<file path="config.mk">
export PLATFORM = sky130hd
export DESIGN_NAME = perfmon_pair
export DESIGN_NICKNAME = d
export VERILOG_FILES = /design/src/rtl/perfmon_pkg.sv /design/src/rtl/perfmon_ctl_reg.sv /design/src/rtl/perfmon_gate.sv /design/src/rtl/perfmon_counter.sv /design/src/rtl/perfmon_pair.sv
export SDC_FILE = /design/constraint.sdc
export NUM_CORES = 1
export LEC_CHECK = 0
export ABC_AREA = 1
export BUFFER_PORTS_ARGS = -buffer_cell sky130_fd_sc_hd__buf_2
export CORE_UTILIZATION = 40
export CTS_CLUSTER_DIAMETER = 100
export DETAILED_ROUTE_END_ITERATION = 8
export GPL_ROUTABILITY_DRIVEN = 0
export SETUP_SLACK_MARGIN = 0.02
export SYNTH_ARGS = -nofsm -noshare
export SYNTH_HDL_FRONTEND = slang
export SYNTH_SLANG_ARGS = --single-unit
</file>
<file path="constraint.sdc">
create_clock -name clk -period 3.2 [get_ports clk]
set_clock_uncertainty 0.2 [all_clocks]
set_input_delay 0.16 -clock clk [delete_from_list [all_inputs] [get_ports clk]]
set_output_delay 0.16 -clock clk [all_outputs]
set_load 0.03 [all_outputs]
</file>
<file path="src/rtl/perfmon_pkg.sv">
package perfmon_pkg;

    localparam int DATA_W      = 32;
    localparam int EVT_W       = 5;
    localparam int NUM_CNT     = 2;
    localparam int IDX_W       = 2;
    localparam int SLOT_BASE   = 1;
    localparam int SLOT_STRIDE = 10;
    localparam int GLOB_BIT    = DATA_W - 1;

    localparam logic [EVT_W-1:0] EVT_RETIRE   = EVT_W'(1);
    localparam logic [EVT_W-1:0] EVT_FIRST_OFF = EVT_W'(15);
    localparam logic [EVT_W-1:0] EVT_ZERO     = '0;

    typedef enum logic [1:0] {
        PRIV_KERNEL = 2'b00,
        PRIV_SUPER  = 2'b01,
        PRIV_USER   = 2'b10,
        PRIV_USER_B = 2'b11
    } priv_e;

    typedef struct packed {
        logic             exc_en;
        logic             krn_en;
        logic             sup_en;
        logic             usr_en;
        logic [EVT_W-1:0] evt_sel;
    } slot_cfg_t;

    typedef struct packed {
        logic                      glob_en;
        slot_cfg_t [NUM_CNT-1:0]   slot;
    } ctl_t;

    function automatic logic [DATA_W-1:0] ctl_pack(input ctl_t c);
        logic [DATA_W-1:0] w;
        w = '0;
        w[GLOB_BIT] = c.glob_en;
        for (int k = 0; k < NUM_CNT; k++) begin
            w[SLOT_BASE + k*SLOT_STRIDE + 0]          = c.slot[k].exc_en;
            w[SLOT_BASE + k*SLOT_STRIDE + 1]          = c.slot[k].krn_en;
            w[SLOT_BASE + k*SLOT_STRIDE + 2]          = c.slot[k].sup_en;
            w[SLOT_BASE + k*SLOT_STRIDE + 3]          = c.slot[k].usr_en;
            w[SLOT_BASE + k*SLOT_STRIDE + 4 +: EVT_W] = c.slot[k].evt_sel;
        end
        return w;
    endfunction

    function automatic ctl_t ctl_unpack(input logic [DATA_W-1:0] w);
        ctl_t c;
        c.glob_en = w[GLOB_BIT];
        for (int k = 0; k < NUM_CNT; k++) begin
            c.slot[k].exc_en  = w[SLOT_BASE + k*SLOT_STRIDE + 0];
            c.slot[k].krn_en  = w[SLOT_BASE + k*SLOT_STRIDE + 1];
            c.slot[k].sup_en  = w[SLOT_BASE + k*SLOT_STRIDE + 2];
            c.slot[k].usr_en  = w[SLOT_BASE + k*SLOT_STRIDE + 3];
            c.slot[k].evt_sel = w[SLOT_BASE + k*SLOT_STRIDE + 4 +: EVT_W];
        end
        return c;
    endfunction

    function automatic logic ctx_allows(input slot_cfg_t s, input logic exc,
                                        input logic [1:0] priv);
        if (exc)
            return s.exc_en;
        case (priv_e'(priv))
            PRIV_KERNEL: return s.krn_en;
            PRIV_SUPER:  return s.sup_en;
            default:     return s.usr_en;
        endcase
    endfunction

endpackage

</file>
<file path="src/rtl/perfmon_ctl_reg.sv">
module perfmon_ctl_reg
    import perfmon_pkg::*;
(
    input  logic              clk,
    input  logic              rst,
    input  logic              wr_en,
    input  logic [DATA_W-1:0] wr_data,
    output ctl_t              ctl_q
);

    always_ff @(posedge clk) begin
        if (rst)
            ctl_q <= '0;
        else if (wr_en)
            ctl_q <= ctl_unpack(wr_data);
    end

endmodule

</file>
<file path="src/rtl/perfmon_gate.sv">
module perfmon_gate
    import perfmon_pkg::*;
#(
    parameter int SLOT = 0
)(
    input  slot_cfg_t   cfg,
    input  logic        glob_en,
    input  logic        err_lvl,
    input  logic        exc_lvl,
    input  logic [1:0]  priv_mode,
    input  logic        retire_pulse,
    input  logic        evt_pulse,
    output logic        inc
);

    localparam bit ZERO_IS_OFF = (SLOT == 0);

    logic ctx_ok;
    logic code_ok;
    logic src;

    always_comb begin
        ctx_ok  = ctx_allows(cfg, exc_lvl, priv_mode);
        code_ok = (cfg.evt_sel < EVT_FIRST_OFF) &&
                  !(ZERO_IS_OFF && (cfg.evt_sel == EVT_ZERO));
        src     = (cfg.evt_sel == EVT_RETIRE) ? retire_pulse : evt_pulse;
        inc     = glob_en & ~err_lvl & ctx_ok & code_ok & src;
    end

endmodule

</file>
<file path="src/rtl/perfmon_counter.sv">
module perfmon_counter
    import perfmon_pkg::*;
(
    input  logic              clk,
    input  logic              rst,
    input  logic              ld,
    input  logic [DATA_W-1:0] ld_val,
    input  logic              inc,
    output logic [DATA_W-1:0] q
);

    always_ff @(posedge clk) begin
        if (rst)
            q <= '0;
        else if (ld)
            q <= ld_val;
        else if (inc)
            q <= q + DATA_W'(1);
    end

endmodule

</file>
<file path="src/rtl/perfmon_pair.sv">
module perfmon_pair
    import perfmon_pkg::*;
(
    input  logic               clk,
    input  logic               rst,
    input  logic               reg_we,
    input  logic [IDX_W-1:0]   reg_idx,
    input  logic [DATA_W-1:0]  reg_wdata,
    output logic [DATA_W-1:0]  reg_rdata,
    input  logic               retire_pulse,
    input  logic [NUM_CNT-1:0] evt_pulse,
    input  logic [1:0]         priv_mode,
    input  logic               exc_level,
    input  logic               err_level,
    output logic               ovf_irq
);

    localparam logic [IDX_W-1:0] CTL_IDX = '0;

    ctl_t                            ctl_q;
    logic                            ctl_glob;
    logic                            ctl_wr;
    logic [NUM_CNT-1:0]              cnt_ld;
    logic [NUM_CNT-1:0]              cnt_inc;
    logic [NUM_CNT-1:0][DATA_W-1:0]  cnt_q;
    logic [NUM_CNT-1:0]              cnt_msb;

    assign ctl_wr   = reg_we && (reg_idx == CTL_IDX);
    assign ctl_glob = ctl_q.glob_en;

    perfmon_ctl_reg u_ctl (
        .clk     (clk),
        .rst     (rst),
        .wr_en   (ctl_wr),
        .wr_data (reg_wdata),
        .ctl_q   (ctl_q)
    );

    for (genvar g = 0; g < NUM_CNT; g++) begin : g_cnt
        localparam logic [IDX_W-1:0] MY_IDX = IDX_W'(2*g + 1);

        assign cnt_ld[g]  = reg_we && (reg_idx == MY_IDX);
        assign cnt_msb[g] = cnt_q[g][DATA_W-1];

        perfmon_gate #(.SLOT(g)) u_gate (
            .cfg          (ctl_q.slot[g]),
            .glob_en      (ctl_glob),
            .err_lvl      (err_level),
            .exc_lvl      (exc_level),
            .priv_mode    (priv_mode),
            .retire_pulse (retire_pulse),
            .evt_pulse    (evt_pulse[g]),
            .inc          (cnt_inc[g])
        );

        perfmon_counter u_counter (
            .clk    (clk),
            .rst    (rst),
            .ld     (cnt_ld[g]),
            .ld_val (reg_wdata),
            .inc    (cnt_inc[g]),
            .q      (cnt_q[g])
        );
    end

    always_comb begin
        reg_rdata = '0;
        if (reg_idx == CTL_IDX)
            reg_rdata = ctl_pack(ctl_q);
        for (int k = 0; k < NUM_CNT; k++) begin
            if (reg_idx == IDX_W'(2*k + 1))
                reg_rdata = cnt_q[k];
        end
    end

    assign ovf_irq = |cnt_msb;

endmodule

</file>
==> summary.md <==
| Metric | Value |
|---|---|
| Status | finished clean |
| CTS tree | done |
| GRT Total Usage | between 20% and 30% |
| Max-slew violation count | 0 |
| RR Endpoint | g_cnt[1].u_counter.q[6]$_SDFFE_PP0P_ |
| Worst reg2reg path startpoint | g_cnt[1].u_counter.q[0]$_SDFFE_PP0P_ |
| DIE HEIGHT | roughly 130 um |
| Commonest non-fill, non-tap cell in the layout | nand2_1 |
| Setup TNS Final | 0 ns |
| CTS sink count | a little over 80 |
| Total number of vias | between 7000 and 8000 |
| Pin count of the biggest net entering global routing | 52 |
| Starting Density | 41.0% |
| Antenna violations before repair | 0 |
| Flop pwr share | a little over two fifths |
| Dpl hpwl | about 18000 um |
| Count of final hold-check violations | 0 |
| Core box area | between 15000 and 20000 um^2 |
| CTS Root Cell | clkbuf_16 |
| NetSw | 0.759 mW |
| Layout cells sized above 1 | 12.8% |
| 1st-iter DRT viols | about 670 |
| Clock buffer count from CTS | 9 |
| Vias in the first global route | about 6600 |
| FF-to-FF path depth | 7 |
| Syn_nets | ~1100 |
| Synth unique cells | 33 |
| Detailed-route wire length per cell | 16.4 um |
| Leakage | ~2.8 nW |
| Clock power frac | between 40 and 50% |
| Maximum root-to-sink buffer count | 2 |
| Critical path's slowest cell | dfxtp_1 |
| Sw Share | between 20% and 30% |
| Post-Syn Instances | roughly 1100 |
| R2r setup slk | between 1 and 1.5 ns |
| Max incr delay on CP | about 0.42 ns |
| Die X | 127 um |
| Crit share post-route | approximately 64% |
| Placed inst area | 6770 um^2 |
| Worst setup EP type | flop |
| H-tree depth | 3 |
| # DRC | 0 |
| Most used DFF post-synth | dfxtp_1 |
| RSZ-0062 raised after global routing | no |
| Ports | 77 |
| MaxCap Viol Count | 0 |
| Wire length of the first global-routing pass | about 36000 um |
| Critical path launch point type | flop |
| Post-route ant nets | 0 |
| Crit path time final | a little over 2 ns |
| Peak supply drop | around 0.27 mV |
| Post-synth EDFFs | 0 |
| Synth warn | 0 |
| Worst hold path depth | 5 |
| Final Instance Area | ~7400 um^2 |
| Combinational share of power | around 14% |
| Worst Hold Margin | 0.109 ns |
| Async set-reset flop share out of synthesis | 0% |
| Hold wc startpoint | reg_wdata[10] |
| Worst Tran Pin Value | roughly 0.72 ns |
| Commonest cells after routing, fill and taps aside | 403 x nand2_1, 148 x nor2_1, 107 x inv_1, 95 x nand3_1, 83 x dfxtp_1 |
| Port bufs | 76 |
| Area growth from synthesis to final layout | 17.9% |
| Sequential area share after synthesis | a little over a quarter |
| Kind of critical path | flop to flop |
| Fin nets | ~1200 |
| Total global routing overflow | 0 |
| Antenna diode count | 0 |
| CP Max Fanout | 5 |
| Max frequency | approximately 0.5 GHz |
| Cell Pwr Density | 346 nW/um^2 |
| Drt total wl | about 23000 um |
| Drt first pass iters | 5 |
| Reg clk slew, reported paths | 0.07 ns |
| Critical Path RT | ~3.3 ns |
| CP arrival | approximately 2.1 ns |
| CP Cell Sequence | ha_1 -> nand3_1 -> nor2_1 -> xor2_1 -> o21ai_0 -> nand2_1 -> a21oi_1 |
| Post-DR vias/cell | about 5.2 |
| Endpoints failing setup | 0 |
| Hold Path Sink | g_cnt[0].u_counter.q[10]$_SDFFE_PP0P_ |
| P_int | roughly 1.8 mW |
| Later-pin clock latency in the skew report | around 0.36 ns |
| Synth Register Bits | between 80 and 90 |
| Type of the worst min-delay path | input port to flop |
| Total die area | 16200 um^2 |
| Relative max-transition margin | around half |
| Synth Area per Inst | 5.67 um^2 |
| Post-Syn Area | between 6000 and 7000 um^2 |
| Std-Cell Rows | 45 |
## synthesized netlist by cell type (7+ instances only)
master	instances	share of area (%)
clkbuf_1	13	0.78
nor2_4	10	1.8
dfxtp_1	83	27
xor2_1	16	2.2
buf_2	16	1.3
nor2_1	148	8.9
o22ai_1	13	1.3
o221ai_1	11	1.5
nand2_1	403	24
nor2_2	18	1.8
o21ai_1	7	0.56
nand2_2	10	1.0
o211ai_1	7	0.84
o21ai_0	40	3.2
nand3_1	95	7.6
a21oi_1	66	5.3
inv_1	107	6.4
inv_2	7	0.42
## repair_timing
item,CTS,global route
hold buffers,31,0
hold endpoints to repair,51,0
gates resized for setup,0,0
setup endpoints to repair,0,0
buffers inserted,0,0
## kinds of logic (layout without fill, tap and decap cells)
logic type,count (synthesis),after routing,synth area share (%)
simple gates,703,703,47.7
buf+inv,152,246,9.98
compound gates,146,146,13.0
flops,83,83,26.5
xor+xnor,17,17,2.38
fa+ha+maj,2,2,0.400
## power groups by stage
stage	Combinational, mW	Sequential (mW)	Clock, mW
floorplan	0.206	1.12	0
global placement	0.321	1.13	0
detailed placement	0.321	1.13	0
CTS	0.351	1.11	1.11
global route	0.391	1.11	1.14
finish	0.356	1.11	1.09
## layer usage
metal	wire length (um)	share of wire, %	track usage (%)
met5	0	0	0
met4	840	3.6	12.4
met3	1360	5.9	4.61
met2	10600	46	47.7
met1	10300	45	38.9
## through the flow
stage / std cells / utilization, % / setup slack (ns) / power, mW
floorplan: 1103 / - / 1.54 / 1.32
global placement: 1361 / 44.4 / 1.21 / 1.45
detailed placement: 1361 / 44.4 / 1.19 / 1.45
CTS: 1408 / 48.4 / 1.21 / 2.56
global route: 1408 / 48.4 / 1.02 / 2.65
finish: 1408 / 48.4 / 1.15 / 2.55
## flip-flops by register name, summed over array words and instances (netlist names)
signal             count
g_cnt.u_counter.q     64
u_ctl.ctl_q           19
## how the worst max path moves through the flow
stage	slack [ns]	depth (start not counted)	end	from
after CTS	1.21	10	g_cnt[1].u_counter.q[8]$_SDFFE_PP0P_	g_cnt[1].u_counter.q[0]$_SDFFE_PP0P_
after global routing	1.02	9	g_cnt[0].u_counter.q[11]$_SDFFE_PP0P_	u_ctl.ctl_q[18]$_SDFFE_PP0P_
after floorplan	1.54	10	g_cnt[1].u_counter.q[18]$_SDFFE_PP0P_	g_cnt[1].u_counter.q[0]$_SDFFE_PP0P_
after global placement	1.21	8	g_cnt[0].u_counter.q[9]$_SDFFE_PP0P_	reg_we
final	1.15	7	g_cnt[1].u_counter.q[6]$_SDFFE_PP0P_	g_cnt[1].u_counter.q[0]$_SDFFE_PP0P_
after detailed placement	1.19	8	g_cnt[0].u_counter.q[8]$_SDFFE_PP0P_	reg_we
## worst max-delay path: cells and delay by family (launching register included)
kind | cells | cell delay [ns]
AO/OA/AOI/OAI | 2 | 0.34
XOR/XNOR | 1 | 0.11
AND/OR/NAND/NOR | 3 | 0.66
adder cells (fa/ha/maj) | 1 | 0.24
flip-flops | 1 | 0.42
## cell type report
class / count / area [um^2]
fill: 1676 / 7880
multi-input combinational: 868 / 3970
sequential: 83 / 1660
timing repair buffer: 116 / 758
inverter: 114 / 428
tap: 211 / 264
clock buffer: 10 / 229
clock inverter: 6 / 66.3
No activity file was read; power rests on OpenSTA's default activity.
